===== src/rtl/scl_div_pkg.sv =====
package scl_div_pkg;

  typedef enum logic [2:0] {
    ST_IDLE,
    ST_PICK,
    ST_WAIT_Q,
    ST_SHIFT,
    ST_ROUND,
    ST_WAIT_R,
    ST_FIN
  } calc_st_e;

  localparam logic [1:0] SPD_STD   = 2'd0;
  localparam logic [1:0] SPD_FAST  = 2'd1;
  localparam logic [1:0] SPD_FPLUS = 2'd2;

endpackage


===== src/rtl/scl_div_divu.sv =====
module scl_div_divu #(
  parameter int W = 32
) (
  input  logic         clk,
  input  logic         rst_n,
  input  logic         go,
  input  logic [W-1:0] dividend,
  input  logic [W-1:0] divisor,
  output logic         fin,
  output logic [W-1:0] quot
);

  localparam int CNT_W = $clog2(W);

  logic [W-1:0]     rem_q, rem_d;
  logic [W-1:0]     quo_q, quo_d;
  logic [W-1:0]     dsr_q, dsr_d;
  logic [CNT_W-1:0] cnt_q, cnt_d;
  logic             run_q, run_d;
  logic             fin_q, fin_d;
  logic [W:0]       rem_sh;
  logic [W:0]       rem_sub;

  always_comb begin
    rem_sh  = {rem_q, quo_q[W-1]};
    rem_sub = rem_sh - {1'b0, dsr_q};
    rem_d   = rem_q;
    quo_d   = quo_q;
    dsr_d   = dsr_q;
    cnt_d   = cnt_q;
    run_d   = run_q;
    fin_d   = 1'b0;
    if (go) begin
      rem_d = '0;
      quo_d = dividend;
      dsr_d = divisor;
      cnt_d = '0;
      run_d = 1'b1;
    end else if (run_q) begin
      if (rem_sh >= {1'b0, dsr_q}) begin
        rem_d = rem_sub[W-1:0];
        quo_d = {quo_q[W-2:0], 1'b1};
      end else begin
        rem_d = rem_sh[W-1:0];
        quo_d = {quo_q[W-2:0], 1'b0};
      end
      cnt_d = cnt_q + 1'b1;
      if (cnt_q == CNT_W'(W - 1)) begin
        run_d = 1'b0;
        fin_d = 1'b1;
      end
    end
  end

  always_ff @(posedge clk or negedge rst_n) begin
    if (!rst_n) begin
      rem_q <= '0;
      quo_q <= '0;
      dsr_q <= '0;
      cnt_q <= '0;
      run_q <= 1'b0;
      fin_q <= 1'b0;
    end else begin
      rem_q <= rem_d;
      quo_q <= quo_d;
      dsr_q <= dsr_d;
      cnt_q <= cnt_d;
      run_q <= run_d;
      fin_q <= fin_d;
    end
  end

  assign fin  = fin_q;
  assign quot = quo_q;

  // a finished division leaves a remainder below the divisor
  p_rem_below_dsr_r3: assert property (@(posedge clk) disable iff (!rst_n)
    fin_q |-> (rem_q < dsr_q));

  // the finish strobe lasts one cycle
  p_fin_pulse_r3: assert property (@(posedge clk) disable iff (!rst_n)
    fin_q |=> !fin_q);

endmodule


===== src/rtl/scl_div_fields.sv =====
module scl_div_fields #(
  parameter int RATIO_W   = 6,
  parameter int FIELD_W   = 4,
  parameter int LOW_NUM   = 9,
  parameter int LOW_SHIFT = 4
) (
  input  logic [RATIO_W-1:0] ratio,
  output logic [FIELD_W-1:0] low_cnt,
  output logic [FIELD_W-1:0] high_cnt,
  output logic [FIELD_W-1:0] high_min_cnt
);

  localparam int PW = RATIO_W + 5;
  localparam logic [PW-1:0] FMAX = PW'((1 << FIELD_W) - 1);

  logic [PW-1:0] prod, scaled, low_raw, low_cl, edge_sum, ratio_x, high_raw, high_cl;

  always_comb begin
    ratio_x  = PW'(ratio);
    prod     = ratio_x * PW'(LOW_NUM);
    scaled   = prod >> LOW_SHIFT;
    low_raw  = (scaled == '0) ? '0 : scaled - 1'b1;
    low_cl   = (low_raw > FMAX) ? FMAX : low_raw;
    edge_sum = low_cl + PW'(2);
    high_raw = (ratio_x > edge_sum) ? ratio_x - edge_sum : '0;
    high_cl  = (high_raw > FMAX) ? FMAX : high_raw;
    low_cnt      = low_cl[FIELD_W-1:0];
    high_cnt     = high_cl[FIELD_W-1:0];
    high_min_cnt = (high_cl == '0) ? '0 : high_cl[FIELD_W-1:0] - 1'b1;
  end

endmodule


===== src/rtl/scl_div_calc.sv =====
module scl_div_calc #(
  parameter int FREQ_W      = 32,
  parameter int RATIO_LIMIT = 32,
  parameter int SEL_W       = 4,
  parameter int FIELD_W     = 4,
  parameter int STD_HZ      = 100000,
  parameter int FAST_HZ     = 400000,
  parameter int FPLUS_HZ    = 1000000
) (
  input  logic               clk,
  input  logic               rst_n,
  input  logic               start,
  input  logic [1:0]         speed_code,
  input  logic [31:0]        bus_clk_hz,
  input  logic [31:0]        base1_hz,
  input  logic [31:0]        base2_hz,
  input  logic [31:0]        base3_hz,
  input  logic [31:0]        base4_hz,
  output logic               busy,
  output logic               done,
  output logic               err,
  output logic [3:0]         src_sel,
  output logic [5:0]         ratio,
  output logic [3:0]         low_cnt,
  output logic [3:0]         high_cnt,
  output logic [3:0]         high_min_cnt
);
  import scl_div_pkg::*;

  localparam int N_DIRECT = 4;
  localparam int IDX_W    = $clog2(N_DIRECT) + 1;
  localparam int RATIO_W  = $clog2(RATIO_LIMIT + 2);
  localparam int SELC_W   = SEL_W + 2;
  localparam logic [FREQ_W-1:0] LIMIT = FREQ_W'(RATIO_LIMIT);

  calc_st_e          st_q, st_d;
  logic [IDX_W-1:0]  idx_q, idx_d;
  logic              fb_q, fb_d;
  logic              sticky_q, sticky_d;
  logic              err_q, err_d;
  logic [SELC_W-1:0] sel_q, sel_d;
  logic [FREQ_W-1:0] rat_q, rat_d;
  logic [FREQ_W-1:0] fsel_q, fsel_d;
  logic [FREQ_W-1:0] tgt_q, tgt_d;
  logic [FREQ_W-1:0] tgt_pick;
  logic [FREQ_W-1:0] cand [N_DIRECT];
  logic [FREQ_W:0]   rat_sum;
  logic [FREQ_W-1:0] rat_clip;
  logic [RATIO_W-1:0] rat_fin;

  logic               done_q, done_d;
  logic               oerr_q, oerr_d;
  logic [SEL_W-1:0]   osel_q, osel_d;
  logic [RATIO_W-1:0] orat_q, orat_d;
  logic [FIELD_W-1:0] olow_q, olow_d, ohigh_q, ohigh_d, ohmin_q, ohmin_d;
  logic [FIELD_W-1:0] f_low, f_high, f_hmin;

  logic              div_go, div_fin;
  logic [FREQ_W-1:0] div_a, div_b, div_q;

  scl_div_divu #(.W(FREQ_W)) u_divu (
    .clk      (clk),
    .rst_n    (rst_n),
    .go       (div_go),
    .dividend (div_a),
    .divisor  (div_b),
    .fin      (div_fin),
    .quot     (div_q)
  );

  scl_div_fields #(
    .RATIO_W   (RATIO_W),
    .FIELD_W   (FIELD_W),
    .LOW_NUM   (9),
    .LOW_SHIFT (4)
  ) u_fields (
    .ratio        (rat_fin),
    .low_cnt      (f_low),
    .high_cnt     (f_high),
    .high_min_cnt (f_hmin)
  );

  always_comb begin
    cand[0] = bus_clk_hz;
    cand[1] = base1_hz;
    cand[2] = base2_hz;
    cand[3] = base3_hz;
    case (speed_code)
      SPD_STD:   tgt_pick = FREQ_W'(STD_HZ);
      SPD_FAST:  tgt_pick = FREQ_W'(FAST_HZ);
      SPD_FPLUS: tgt_pick = FREQ_W'(FPLUS_HZ);
      default:   tgt_pick = '0;
    endcase
  end

  // final ratio: clamp only on the base-4 path, never zero
  always_comb begin
    rat_clip = (fb_q && (rat_q > LIMIT)) ? LIMIT : rat_q;
    if (rat_clip == '0) rat_clip = FREQ_W'(1);
    rat_fin = RATIO_W'(rat_clip);
  end

  // sequencing next state
  always_comb begin
    st_d     = st_q;
    idx_d    = idx_q;
    fb_d     = fb_q;
    sticky_d = sticky_q;
    err_d    = err_q;
    sel_d    = sel_q;
    rat_d    = rat_q;
    fsel_d   = fsel_q;
    tgt_d    = tgt_q;
    div_go   = 1'b0;
    div_a    = fsel_q;
    div_b    = tgt_q;
    rat_sum  = {1'b0, rat_q} + {{FREQ_W{1'b0}}, sticky_q};
    unique case (st_q)
      ST_IDLE: begin
        if (start) begin
          tgt_d    = tgt_pick;
          idx_d    = '0;
          fb_d     = 1'b0;
          sticky_d = 1'b0;
          sel_d    = '0;
          rat_d    = '0;
          if (tgt_pick == '0) begin
            err_d = 1'b1;
            st_d  = ST_FIN;
          end else begin
            err_d = 1'b0;
            st_d  = ST_PICK;
          end
        end
      end
      ST_PICK: begin
        if (idx_q == IDX_W'(N_DIRECT)) begin
          if (base4_hz == '0) begin
            err_d = 1'b1;
            st_d  = ST_FIN;
          end else begin
            fb_d   = 1'b1;
            fsel_d = base4_hz;
            sel_d  = SELC_W'(N_DIRECT);
            div_go = 1'b1;
            div_a  = base4_hz;
            st_d   = ST_WAIT_Q;
          end
        end else if (cand[idx_q[IDX_W-2:0]] == '0) begin
          idx_d = idx_q + 1'b1;
        end else begin
          fsel_d = cand[idx_q[IDX_W-2:0]];
          sel_d  = SELC_W'(idx_q);
          div_go = 1'b1;
          div_a  = cand[idx_q[IDX_W-2:0]];
          st_d   = ST_WAIT_Q;
        end
      end
      ST_WAIT_Q: begin
        if (div_fin) begin
          if (fb_q) begin
            rat_d = div_q;
            st_d  = ST_SHIFT;
          end else if (div_q <= LIMIT) begin
            rat_d = div_q;
            st_d  = ST_ROUND;
          end else begin
            idx_d = idx_q + 1'b1;
            st_d  = ST_PICK;
          end
        end
      end
      ST_SHIFT: begin
        if (rat_sum > {1'b0, LIMIT}) begin
          sticky_d = sticky_q | rat_q[0];
          rat_d    = rat_q >> 1;
          sel_d    = sel_q + 1'b1;
        end else begin
          rat_d = rat_sum[FREQ_W-1:0];
          st_d  = ST_ROUND;
        end
      end
      ST_ROUND: begin
        if (rat_q != '0) begin
          div_go = 1'b1;
          div_b  = rat_q;
          st_d   = ST_WAIT_R;
        end else begin
          st_d = ST_FIN;
        end
      end
      ST_WAIT_R: begin
        if (div_fin) begin
          if (div_q > tgt_q) rat_d = rat_q + 1'b1;
          st_d = ST_FIN;
        end
      end
      ST_FIN: begin
        st_d = ST_IDLE;
      end
      default: st_d = ST_IDLE;
    endcase
  end

  // result next state
  always_comb begin
    done_d  = 1'b0;
    oerr_d  = oerr_q;
    osel_d  = osel_q;
    orat_d  = orat_q;
    olow_d  = olow_q;
    ohigh_d = ohigh_q;
    ohmin_d = ohmin_q;
    if (st_q == ST_FIN) begin
      done_d = 1'b1;
      oerr_d = err_q;
      if (err_q) begin
        osel_d  = '0;
        orat_d  = '0;
        olow_d  = '0;
        ohigh_d = '0;
        ohmin_d = '0;
      end else begin
        osel_d  = sel_q[SEL_W-1:0];
        orat_d  = rat_fin;
        olow_d  = f_low;
        ohigh_d = f_high;
        ohmin_d = f_hmin;
      end
    end
  end

  always_ff @(posedge clk or negedge rst_n) begin
    if (!rst_n) begin
      st_q     <= ST_IDLE;
      idx_q    <= '0;
      fb_q     <= 1'b0;
      sticky_q <= 1'b0;
      err_q    <= 1'b0;
      sel_q    <= '0;
      rat_q    <= '0;
      fsel_q   <= '0;
      tgt_q    <= '0;
      done_q   <= 1'b0;
      oerr_q   <= 1'b0;
      osel_q   <= '0;
      orat_q   <= '0;
      olow_q   <= '0;
      ohigh_q  <= '0;
      ohmin_q  <= '0;
    end else begin
      st_q     <= st_d;
      idx_q    <= idx_d;
      fb_q     <= fb_d;
      sticky_q <= sticky_d;
      err_q    <= err_d;
      sel_q    <= sel_d;
      rat_q    <= rat_d;
      fsel_q   <= fsel_d;
      tgt_q    <= tgt_d;
      done_q   <= done_d;
      oerr_q   <= oerr_d;
      osel_q   <= osel_d;
      orat_q   <= orat_d;
      olow_q   <= olow_d;
      ohigh_q  <= ohigh_d;
      ohmin_q  <= ohmin_d;
    end
  end

  assign busy         = (st_q != ST_IDLE);
  assign done         = done_q;
  assign err          = oerr_q;
  assign src_sel      = osel_q;
  assign ratio        = orat_q;
  assign low_cnt      = olow_q;
  assign high_cnt     = ohigh_q;
  assign high_min_cnt = ohmin_q;

  // done is a single-cycle strobe
  p_done_pulse_r9: assert property (@(posedge clk) disable iff (!rst_n)
    done_q |=> !done_q);

  // results move only together with done
  p_hold_between_r9: assert property (@(posedge clk) disable iff (!rst_n)
    !done_q |-> $stable({oerr_q, osel_q, orat_q, olow_q, ohigh_q, ohmin_q}));

  // a calculation begins only on a start request
  p_busy_from_start_r9: assert property (@(posedge clk) disable iff (!rst_n)
    $rose(busy) |-> $past(start));

  // a successful result carries a ratio of at least one and at most one over the limit
  p_ratio_range_r5: assert property (@(posedge clk) disable iff (!rst_n)
    (done_q && !oerr_q) |-> (orat_q != '0 && orat_q <= RATIO_W'(RATIO_LIMIT + 1)));

  // an error result clears the selector and ratio
  p_err_clears_r6: assert property (@(posedge clk) disable iff (!rst_n)
    (done_q && oerr_q) |-> (orat_q == '0 && osel_q == '0));

endmodule


===== config.mk =====
export PLATFORM = sky130hd
export DESIGN_NAME = scl_div_calc
export DESIGN_NICKNAME = d
export VERILOG_FILES = /design/src/rtl/scl_div_pkg.sv /design/src/rtl/scl_div_divu.sv /design/src/rtl/scl_div_fields.sv /design/src/rtl/scl_div_calc.sv
export SDC_FILE = /design/constraint.sdc
export NUM_CORES = 1
export LEC_CHECK = 0
export BUFFER_PORTS_ARGS = -buffer_cell sky130_fd_sc_hd__buf_2
export CORE_MARGIN = 3
export CORE_UTILIZATION = 33
export DETAILED_ROUTE_END_ITERATION = 7
export GPL_TIMING_DRIVEN = 0
export PLACE_DENSITY = 0.46
export RECOVER_POWER = 100
export SKIP_CTS_REPAIR_TIMING = 1
export SYNTH_ARGS = -nofsm -noshare
export SYNTH_HDL_FRONTEND = slang
export SYNTH_SLANG_ARGS = --single-unit

===== constraint.sdc =====
create_clock -name clk -period 14.1 [get_ports clk]
set_input_delay 2.115 -clock clk [delete_from_list [all_inputs] [get_ports clk]]
set_output_delay 2.115 -clock clk [all_outputs]
set_load 0.02 [all_outputs]

==> reports/metrics.yaml, run 1 <==
clock_tree:
  tritoncts: "yes"
  cts_num_sinks: 211
  root_buffer: "clkbuf_16"
  cts_buffers: 28
  clk_path_buf_depth: 3
  htree_num_levels: 1
  path_clk_slew_ns: 0.06
  insertion_delay_ns: 0.57
logic_synthesis:
  synthArstFlopShare: 1.00
  yosysTopAreaCell: "dfrtp_1"
  ys_seq_area_frac: 0.349
  syn_area_um2: 15100
  synthTopCellsByArea: "dfrtp_1 (35%), ha_1 (6.1%), mux4_2 (4.8%)"
  yosys_warnings: 0
  yosysTopAreaCellShare: 0.349
  synth_nets: 1991
  yosysUniqueCellTypes: 85
  synth_seq_cells: 211
  synth_ff_type: "dfrtp_1"
  synth_edf_count: 0
  syn_avg_cell_area_um2: 8.64
  syn-instance-count: 1749
worst_setup_path:
  rr_startpoint: "rat_q[23]"
  startpoint_type: "register"
  crit_fanout: 10
  endpoint: "high_min_cnt[0]"
  cp.required_ns: 14.60
  crit_type: "reg2reg"
  cp_slowest_stage_delay_ns: 1.09
  worstPathArrival_ns: 9.57
  critPathLaunch: "rat_q[23]"
  endpoint_kind: "register"
  reg2reg_slack_ns: 5.03
  slowest_stage: "o41ai_1"
  crit_top_cell: "ha_1"
  ff2ff_path_depth: 31
  rr_endpoint: "high_min_cnt[0]"
place:
  gp_congestion: 1.04
  portBuffers: 189
  postPlaceCellArea_um2: 16900
  dp_hpwl_um: 47200
global_route:
  grt_start_max_net_pins: 95
  first_global_vias: 14600
  grt_pass1_wl_um: 91500
  grtUsageTotal: 0.248
  antenna_found_initial: 1
  overflow: 0
timing:
  fmax_mhz: 110
  timing.final.crit_share: 0.644
  fin_crit_ns: 9.07
  tightest_slew_ns: 4.57
  maxSlewHeadroom: -2.04
  hold_viol: 0
  fin_setup_tns_ns: 0
  clock_skew_ns: 0.0104
  setup_viol: 0
  slew_violations: 120
  grt_setup_unrepaired: "no"
cells_and_area:
  drive_gt1_frac: 0.147
  fin_area_um2: 17700
  area_growth_pct: 17.3
  finalNetCount: 2212
  n_antenna_cell: 0
power_and_ir_drop:
  p_leak_nw: 7.52
  powerDensity_nw_per_um2: 293
  ir_worst_vdd_mv: 0.230
  pwr-share-seq: 0.209
  switching_power_mw: 2.59
  pwr-share-comb: 0.641
  power.internal_mw: 2.61
  p_clk_frac: 0.150
  p_sw_frac: 0.498
floorplanning:
  die_x_um: 220
  die_area_um2: 48400
  core_um2: 44700
  num_rows: 77
  io_pins: 190
  die_h_um: 220
  floorplan.initialDensity: 0.338
drt:
  drt-pass1-iter-count: 7
  ant_nets: 0
  post_drt_wl_per_cell_um: 23.3
  drt_iter0_drc: 1436
  wirelength_um: 60100
  viasPerCell: 5.77
  vias: 14900
  drc: 0
status:
  violations: "max-capacitance violations, max-slew violations"
  status: "complete, but fails checks"
worst_hold_path:
  hold_class: "reg2reg"
  hp-start: "err"
job:
  drv_cap: 2
-- layout by cell type (no fill, tap or decap), drive strengths merged, types with 8 or more instances in the layout --
cell / count
dfrtp: 211
clkbuf: 179
buf: 178
nand2: 164
o21ai: 129
inv: 123
nor2: 122
a21oi: 116
ha: 74
nand3: 66
nor3: 42
a211oi: 41
a222oi: 40
xnor2: 37
nor4: 36
mux4: 32
nor2b: 31
nand4: 27
and2: 23
a31oi: 22
xor2: 18
and3: 17
a311oi: 16
nand2b: 15
a22oi: 15
a221o: 14
o31ai: 13
or3: 12
or2: 12
a21o: 11
mux2i: 10
mux2: 10
a22o: 9
or4: 9
clkinv: 8
-- worst min-delay path by stage --
stage                       endpoint  cells past startpoint
after floorplan             tgt_q[7]                      2
final                            err                      2
after global routing             err                      2
after detailed placement         err                      2
after CTS                        err                      2
after global placement    src_sel[0]                      2
-- sequential cells by signal (all words and copies together) (netlist names), 5 cells and up --
register	count
tgt_q	7
u_divu.dsr_q	32
u_divu.rem_q	32
u_divu.quot	32
ratio	6
fsel_q	32
u_divu.cnt_q	5
rat_q	32
-- cell type report --
class | instances | area (um2)
well taps | 592 | 741
multi-input cells | 1287 | 8800
repair buffers | 191 | 938
clock buffers | 39 | 833
plain buffers | 127 | 499
clock inverters | 13 | 170
flip-flops and latches | 211 | 5280
inverters | 124 | 465
fillers | 4699 | 27000
-- stage by stage --
| step | util | std cells | total power, mW | worst slack, ns | hold WS, ns |
|---|---|---|---|---|---|
| 3_5_place_dp | 0.377 | 2532 | 4.42 | 5.49 | 0.459 |
| 6_report | 0.397 | 2584 | 5.19 | 5.03 | 0.474 |
| 4_1_cts | 0.400 | 2584 | 5.23 | 5.44 | 0.474 |
| 2_1_floorplan | - | 1749 | 3.44 | 6.92 | 0.449 |
| 3_3_place_gp | 0.376 | 2530 | 4.40 | 5.56 | 0.459 |
| 5_1_grt | 0.397 | 2584 | 5.62 | 4.31 | 0.499 |
-- power groups by stage --
stage	Sequential, mW	Combinational, mW	Clock (mW)
6_report	1.09	3.33	0.780
3_5_place_dp	1.09	3.33	0
2_1_floorplan	1.03	2.41	0
4_1_cts	1.08	3.35	0.796
5_1_grt	1.11	3.69	0.821
3_3_place_gp	1.08	3.32	0
-- worst max-delay path, delay by kind of cell (launching register included) --
| kind | cells | cell delay (ns) |
|---|---|---|
| AOI/OAI and AO/OA | 14 | 4.20 |
| xor gates and xnor gates | 1 | 0.21 |
| adders and majority gates | 6 | 1.82 |
| buffers and inverters | 4 | 0.76 |
| DFF | 1 | 0.38 |
| and+or+nand+nor | 6 | 1.65 |
-- logic make-up (layout without fill, tap and decap cells) --
group                    Yosys count  after routing  synth area share
AO/OA/AOI/OAI                    501            501             0.225
XOR/XNOR                          55             55            0.0319
adder cells (fa/ha/maj)           77             77            0.0652
buffers and inverters            251            494            0.0650
flip-flops                       211            211             0.349
multiplexers                      52             52            0.0618
other                              1              1          0.000248
AND/OR/NAND/NOR                  601            601             0.201
-- layer usage --
metal | wire length (um) | global-route usage | vias to the layer above | share of wire
li1 | - | - | 6910 | -
met1 | 27100 | 0.346 | 7335 | 0.45
met2 | 27300 | 0.400 | 568 | 0.45
met3 | 3510 | 0.0312 | 88 | 0.058
met4 | 2190 | 0.0803 | 2 | 0.036
met5 | 8 | 0 | - | 0.00013
-- synth_stat cells (7+ instances only) --
master	instances
a21o_1	11
or4_1	8
nand2b_1	15
ha_1	74
buf_2	19
o31ai_1	13
nor3_1	42
a221oi_1	7
a22oi_1	15
a21oi_1	116
or3_1	12
buf_1	7
xnor2_1	37
a221o_1	14
xor2_1	18
a211oi_1	41
nand3_1	64
inv_1	123
mux4_2	32
mux2i_1	10
clkbuf_1	98
mux2_2	10
a31oi_1	22
a222oi_1	40
nor2_1	122
dfrtp_1	211
a22o_1	9
nor2b_1	30
or2_2	11
nand2_1	164
a311oi_1	15
o21ai_0	127
and2_1	21
nand4_1	26
nor4_1	33
and3_1	17
Power figures use the tool's default switching activity.
==> run 2, diff against run 1 <==
--- a/config.mk
+++ b/config.mk
@@ -5,6 +5,7 @@
 export SDC_FILE = /design/constraint.sdc
 export NUM_CORES = 1
 export LEC_CHECK = 0
+export ABC_AREA = 1
 export BUFFER_PORTS_ARGS = -buffer_cell sky130_fd_sc_hd__buf_2
 export CORE_MARGIN = 3
 export CORE_UTILIZATION = 33
==> constraint.sdc (replaced) <==
create_clock -name clk -period 8.5 [get_ports clk]
set_input_delay 1.275 -clock clk [delete_from_list [all_inputs] [get_ports clk]]
set_output_delay 1.275 -clock clk [all_outputs]
set_load 0.02 [all_outputs]
==> reports/metrics.yaml, run 2 <==
logic_synthesis:
  synth_ff_type: "dfrtp_1"
  synthArstFlopShare: 1.00  # unchanged
  yosys_warnings: 0  # unchanged
  synth_edf_count: 0  # unchanged
  syn_area_um2: 16300  # +8.1%
  synthTopCellsByArea: "dfrtp_1 (32%), nand2_1 (15%), o21ai_0 (6.5%)"
  synth_seq_cells: 211  # unchanged
  yosys-top-cells-count: "nand2_1 (659), nor2_1 (267), o21ai_0 (213)"
  yosysUniqueCellTypes: 52  # -39%
  syn_avg_cell_area_um2: 6.73  # -22%
  yosysMostFrequentCell: "nand2_1"
  syn-instance-count: 2426  # +39%
  yosysTopAreaCell: "dfrtp_1"
  ys_seq_area_frac: 0.323  # -0.0261
  synth_nets: 2668  # +34%
  yosysTopAreaCellShare: 0.323  # -0.0261
global_route:
  overflow: 0  # unchanged
  grtUsageMet1: 0.372  # +0.0268
  antenna_found_initial: 1  # unchanged
  first_global_vias: 17300  # +18%
  grt_pass1_wl_um: 105000  # +14%
  grtUsageTotal: 0.253  # +0.00506
  grt.busiest_layer: "met2"
  grt_use_met3: 0.0314  # +0.000242
  met2_usage: 0.398  # -0.00125
  grt_start_max_net_pins: 92  # -3.2%
worst_setup_path:
  crit_top_cell: "nand2_1"
  worstPathArrival_ns: 8.02  # -1.55 ns
  cp.required_ns: 8.95  # -5.65 ns
  slowest_stage: "fa_1"
  crit_fanout: 10  # unchanged
  cp_slowest_stage_delay_ns: 0.45  # -0.64 ns
  worst-path-buf-inv: 7  # +3
  ff2ff_path_depth: 37  # +19%
  path_depth: 37  # +19%
  startpoint_type: "register"
  cpLargestDelayFamily: "simple AND/OR/NAND/NOR gates"
  crit_type: "reg2reg"
  endpoint_kind: "register"
timing:
  setup_viol: 0  # unchanged
  fin_setup_tns_ns: 0  # unchanged
  tightest_slew_ns: 4.70  # +0.136 ns
  timing.final.crit_share: 0.890  # +0.247
  grt_setup_unrepaired: "no"
  fin_crit_ns: 7.57  # -1.51 ns
  fmax_mhz: 132  # +20%
  maxSlewHeadroom: -2.14  # -0.0910
  slew_violations: 123  # +2.5%
  hold_viol: 0  # unchanged
  clock_skew_ns: 0.0301  # +0.0196 ns
status:
  status: "complete, but fails checks"
  violations: "max-capacitance violations, max-slew violations"
cells_and_area:
  area_growth_pct: 16.2
  n_antenna_cell: 0  # unchanged
  drive_gt1_frac: 0.0967  # -0.0499
  finalNetCount: 2889  # +31%
  instances_no_fill: 3324  # +29%
  layout_commonest_cell: "nand2_1"
  fin_area_um2: 19000  # +7.1%
  fin_util: 0.393  # -0.00401
  mostFrequentLayoutCells: "nand2_1 (660), nor2_1 (271), o21ai_0 (220), dfrtp_1 (211), inv_1 (205)"
clock_tree:
  root_buffer: "clkbuf_16"
  cts_buffers: 28  # unchanged
  insertion_delay_ns: 0.57  # about the same
  tritoncts: "yes"
  clk_path_buf_depth: 3  # unchanged
  htree_num_levels: 1  # unchanged
  cts_num_sinks: 211  # unchanged
  path_clk_slew_ns: 0.06  # about the same
power_and_ir_drop:
  power.internal_mw: 4.18  # +61%
  p_clk_frac: 0.133  # -0.017
  ir_worst_vdd_mv: 0.338  # +47%
  switching_power_mw: 5.15  # +99%
  pwr-share-comb: 0.676  # +0.035
  pwr-share-seq: 0.191  # -0.018
  p_leak_nw: 8.92  # +19%
  powerDensity_nw_per_um2: 492  # +68%
  p_sw_frac: 0.552  # +0.0533
place:
  dp_hpwl_um: 54300  # +15%
  postPlaceCellArea_um2: 18200  # +7.7%
  gp_congestion: 0.967  # -7.3%
  dpl.cell_count: 3273  # +29%
  portBuffers: 189  # unchanged
floorplanning:
  floorplan.initialDensity: 0.338  # about the same
  die_area_um2: 52200  # +7.9%
  io_pins: 190  # unchanged
  die_x_um: 228  # +3.9%
  num_rows: 80  # +3.9%
  die_h_um: 228  # +3.9%
  core_um2: 48300  # +8.2%
drt:
  ant_nets: 0  # unchanged
  vias: 17900  # +20%
  drt_iter0_drc: 1711  # +19%
  wirelength_um: 67800  # +13%
  post_drt_wl_per_cell_um: 20.4  # -12%
  viasPerCell: 5.40  # -6.5%
  drc: 0  # unchanged
  drt-pass1-iter-count: 6  # -1
job:
  drv_cap: 2  # unchanged
worst_hold_path:
  hold_class: "reg2reg"
  hold-path-cell-count: 2  # unchanged
## run 2: changes by cell type after synthesis, moves of 71 or more
cell,before,now
inv_1,123,204
nand2_1,164,659
nand3_1,64,181
nand4_1,26,97
nor2_1,122,267
o21ai_0,127,213
## run 2: layout make-up
cell class                      instances  area [um2]
Fill cell                            5293       29400
Multi-Input combinational cell       1885        9670
Sequential cell                       211        5280
Timing Repair Buffer                  191         943
Tap cell                              656         821
Inverter                              211         792
Clock buffer                           38         790
Buffer                                119         529
Clock inverter                         13         153
## run 2: layer usage
metal | vias to the layer above | wire (um) | part of all wire
li1 | 8632 | - | -
met1 | 8670 | 32400 | 0.48
met2 | 554 | 30100 | 0.44
met3 | 75 | 3930 | 0.058
met4 | 2 | 1400 | 0.021
met5 | - | 7 | 0.00010
## run 2: worst paths after layout
| kind | start | to | slack, ns |
|---|---|---|---|
| worst min register to register | low_cnt[1] | low_cnt[1] | 0.48 |
| worst max-delay path | rat_q[28] | high_min_cnt[3] | 0.93 |
| worst min-delay path | low_cnt[1] | low_cnt[1] | 0.48 |
| worst max register to register | rat_q[28] | high_min_cnt[3] | 0.93 |
| min in group asynchronous | rst_n | low_cnt[2] | 1.40 |
| max in group asynchronous | rst_n | u_divu.cnt_q[2] | 1.61 |
## run 2: per-stage QoR
stage / power [mW] / worst slack, ns / hold slack, ns
floorplan: 6.13 / 2.66 / 0.448
global placement: 8.05 / 1.32 / 0.463
detailed placement: 8.08 / 1.19 / 0.464
CTS: 9.37 / 1.15 / 0.480
global route: 10.2 / 0.256 / 0.507
finish: 9.33 / 0.934 / 0.479
## run 2: power by group through the flow
stage | combinational, mW | sequential [mW] | clock (mW)
final | 6.31 | 1.79 | 1.24
after global routing | 7.08 | 1.83 | 1.31
after CTS | 6.33 | 1.77 | 1.27
after detailed placement | 6.30 | 1.78 | 0
after global placement | 6.27 | 1.78 | 0
after floorplan | 4.46 | 1.67 | 0
## run 2: logic make-up (layout without fill, tap and decap cells)
| kind of cell | count (synthesis) | in the layout | share of synthesized area |
|---|---|---|---|
| AO/OA/AOI/OAI | 471 | 471 | 0.167 |
| XOR/XNOR | 46 | 46 | 0.0247 |
| adder cells (fa/ha/maj) | 77 | 77 | 0.0604 |
| buffers and inverters | 330 | 572 | 0.0828 |
| flip-flops | 211 | 211 | 0.323 |
| other | 1 | 1 | 0.000230 |
| AND/OR/NAND/NOR | 1290 | 1290 | 0.341 |
## run 2: worst min-delay path, stage by stage, from the launching register on
cell and delay [ns]:
dfrtp_1 0.34, nand2_1 0.05, nand2_1 0.05
==> run 3, diff against run 2 <==
--- a/config.mk
+++ b/config.mk
@@ -8,10 +8,10 @@
 export ABC_AREA = 1
 export BUFFER_PORTS_ARGS = -buffer_cell sky130_fd_sc_hd__buf_2
 export CORE_MARGIN = 3
-export CORE_UTILIZATION = 33
+export CORE_UTILIZATION = 52
 export DETAILED_ROUTE_END_ITERATION = 7
 export GPL_TIMING_DRIVEN = 0
-export PLACE_DENSITY = 0.46
+export PLACE_DENSITY = 0.68
 export RECOVER_POWER = 100
 export SKIP_CTS_REPAIR_TIMING = 1
 export SYNTH_ARGS = -nofsm -noshare
==> reports/metrics.yaml, run 3 (synthesized netlist as in run 2, its figures left out) <==
status:
  status: "complete, but fails checks"
  violations: "max-capacitance violations, max-slew violations"
cells_and_area:
  finalNetCount: 2885  # -0.14%
  mostFrequentLayoutCells: "nand2_1 (660), nor2_1 (271), o21ai_0 (218), dfrtp_1 (211), inv_1 (205)"
  layout_commonest_cell: "nand2_1"
  drive_gt1_frac: 0.0947  # -0.00200
  area_growth_pct: 13.7
  fin_util: 0.604  # +0.211
  n_antenna_cell: 0  # unchanged
  fill_cells: 3048  # -42%
drt:
  drc: 0  # unchanged
  vias: 18400  # +2.8%
  drt_iter0_drc: 1778  # +3.9%
  viasPerCell: 6.03  # +12%
  drt-pass1-iter-count: 6  # unchanged
  ant_nets: 0  # unchanged
  post_drt_wl_per_cell_um: 20.1  # -1.5%
  wirelength_um: 61400  # -9.4%
timing:
  grt_setup_unrepaired: "no"
  slew_violations: 130  # +5.7%
  setup_viol: 0  # unchanged
  clock_skew_ns: 0.0159  # -0.0141 ns
  finalWorstSetupSlack_ns: 1.06  # +0.128 ns
  timing.final.crit_share: 0.875  # -0.0150
  fin_setup_tns_ns: 0  # unchanged
  fmax_mhz: 134  # +1.7%
  maxSlewHeadroom: -1.75  # +0.387
  hold_viol: 0  # unchanged
  holdWs_ns: 0.476  # -0.00388 ns
  fin_crit_ns: 7.44  # -0.128 ns
  tightest_slew_ns: 4.12  # -0.580 ns
floorplanning:
  floorplan.initialDensity: 0.531  # +0.193
  io_pins: 190  # unchanged
  die_x_um: 183  # -20%
  die_area_um2: 33600  # -36%
  core_um2: 30700  # -36%
  die_h_um: 183  # -20%
  num_rows: 64  # -20%
clock_tree:
  insertion_delay_ns: 0.53  # -0.04 ns
  root_buffer: "clkbuf_16"
  path_clk_slew_ns: 0.06  # about the same
  cts_buffers: 24  # -14%
  tritoncts: "yes"
  clk_path_buf_depth: 3  # unchanged
  htree_num_levels: 1  # unchanged
  cts_num_sinks: 211  # unchanged
worst_hold_path:
  hp-start: "low_cnt[3]"
  hold_end: "low_cnt[3]"
  hold-path-cell-count: 2  # unchanged
  hold_class: "reg2reg"
global_route:
  antenna_found_initial: 1  # unchanged
  overflow: 0  # unchanged
  grtUsageTotal: 0.358  # +0.105
  first_global_vias: 17500  # +0.81%
  grt_start_max_net_pins: 85  # -7.6%
  grt_pass1_wl_um: 95800  # -8.4%
power_and_ir_drop:
  p_clk_frac: 0.124  # -0.009
  ir_worst_vdd_mv: 0.410  # +21%
  p_leak_nw: 8.89  # -0.40%
  pwr-share-comb: 0.681  # +0.005
  switching_power_mw: 5.03  # -2.3%
  p_sw_frac: 0.549  # -0.00269
  powerDensity_nw_per_um2: 493  # +0.38%
  pwr-share-seq: 0.195  # +0.004
  power.internal_mw: 4.13  # -1.2%
worst_setup_path:
  slowest_stage: "fa_1"
  startpoint_type: "register"
  worstPathArrival_ns: 7.85  # -0.17 ns
  rr_endpoint: "high_min_cnt[3]"
  reg2reg_slack_ns: 1.06  # +0.13 ns
  crit_type: "reg2reg"
  crit_fanout: 10  # unchanged
  endpoint_kind: "register"
  crit_top_cell: "nand2_1"
  rr_startpoint: "rat_q[28]"
  cp_slowest_stage_delay_ns: 0.47  # +0.02 ns
  ff2ff_path_depth: 37  # unchanged
  cp.required_ns: 8.91  # -0.04 ns
place:
  portBuffers: 189  # unchanged
  pre_cts_ws_ns: 1.34  # +0.145 ns
  dp_hpwl_um: 49000  # -9.9%
  gp_congestion: 1.00  # +3.8%
job:
  drv_cap: 2  # unchanged
==> run 3: changes by cell type in the layout (fill, tap and decap cells not counted) <==
cell | before | now
o21ai_1 | 8 | 10
clkinvlp_4 | 5 | 2
inv_6 | 0 | 1
clkinv_2 | 5 | 2
clkbuf_1 | 108 | 110
clkinv_4 | 0 | 2
bufinv_16 | 3 | 4
clkbuf_16 | 29 | 25
o21ai_0 | 220 | 218
buf_1 | 8 | 5
==> run 3: layout make-up <==
| cell class | count | area, um2 | share of cell area |
|---|---|---|---|
| Clock inverter | 11 | 171 | 0.00923 |
| Inverter | 211 | 792 | 0.0426 |
| Multi-Input combinational cell | 1885 | 9670 | 0.521 |
| Timing Repair Buffer | 191 | 943 | 0.0508 |
| Clock buffer | 33 | 686 | 0.0369 |
| Buffer | 119 | 529 | 0.0285 |
| Tap cell | 396 | 495 | 0.0267 |
| Sequential cell | 211 | 5280 | 0.284 |
==> run 3: layer usage <==
metal | share of wire | track usage
met4 | 0.039 | 0.127
met1 | 0.42 | 0.484
met2 | 0.46 | 0.591
met5 | 0.00021 | 0
met3 | 0.080 | 0.0516
==> run 3: worst max-delay path, delay by kind of cell, from the launching register on <==
kind                     cells  cell delay [ns]
AND/OR/NAND/NOR             19             2.59
AO/OA/AOI/OAI                4             1.11
flip-flops                   1             0.35
adder cells (fa/ha/maj)      7             1.93
buffers and inverters        7             1.37
==> run 3: worst max path at each step <==
| stage | startpoint | to | slack [ns] |
|---|---|---|---|
| 3_3_place_gp | rat_q[28] | high_min_cnt[3] | 1.56 |
| 3_5_place_dp | rat_q[28] | high_min_cnt[3] | 1.34 |
| 5_1_grt | rat_q[28] | high_min_cnt[3] | 0.41 |
| 4_1_cts | rat_q[28] | high_min_cnt[3] | 1.29 |
| 2_1_floorplan | rat_q[0] | high_min_cnt[3] | 2.66 |
| 6_report | rat_q[28] | high_min_cnt[3] | 1.06 |
==> run 3: through the flow <==
stage	instance area (um2)	total power [mW]	cells
global placement	17800	7.77	3011
detailed placement	17800	7.93	3013
floorplan	16300	6.13	2426
finish	18600	9.16	3057
CTS	18700	9.11	3057
global route	18600	9.94	3057
==> run 3: power groups by stage <==
stage | Combinational, mW | Sequential (mW) | Clock, mW
after floorplan | 4.46 | 1.67 | 0
after global routing | 6.94 | 1.82 | 1.19
final | 6.24 | 1.79 | 1.14
after CTS | 6.20 | 1.76 | 1.14
after global placement | 6.00 | 1.77 | 0
after detailed placement | 6.15 | 1.77 | 0
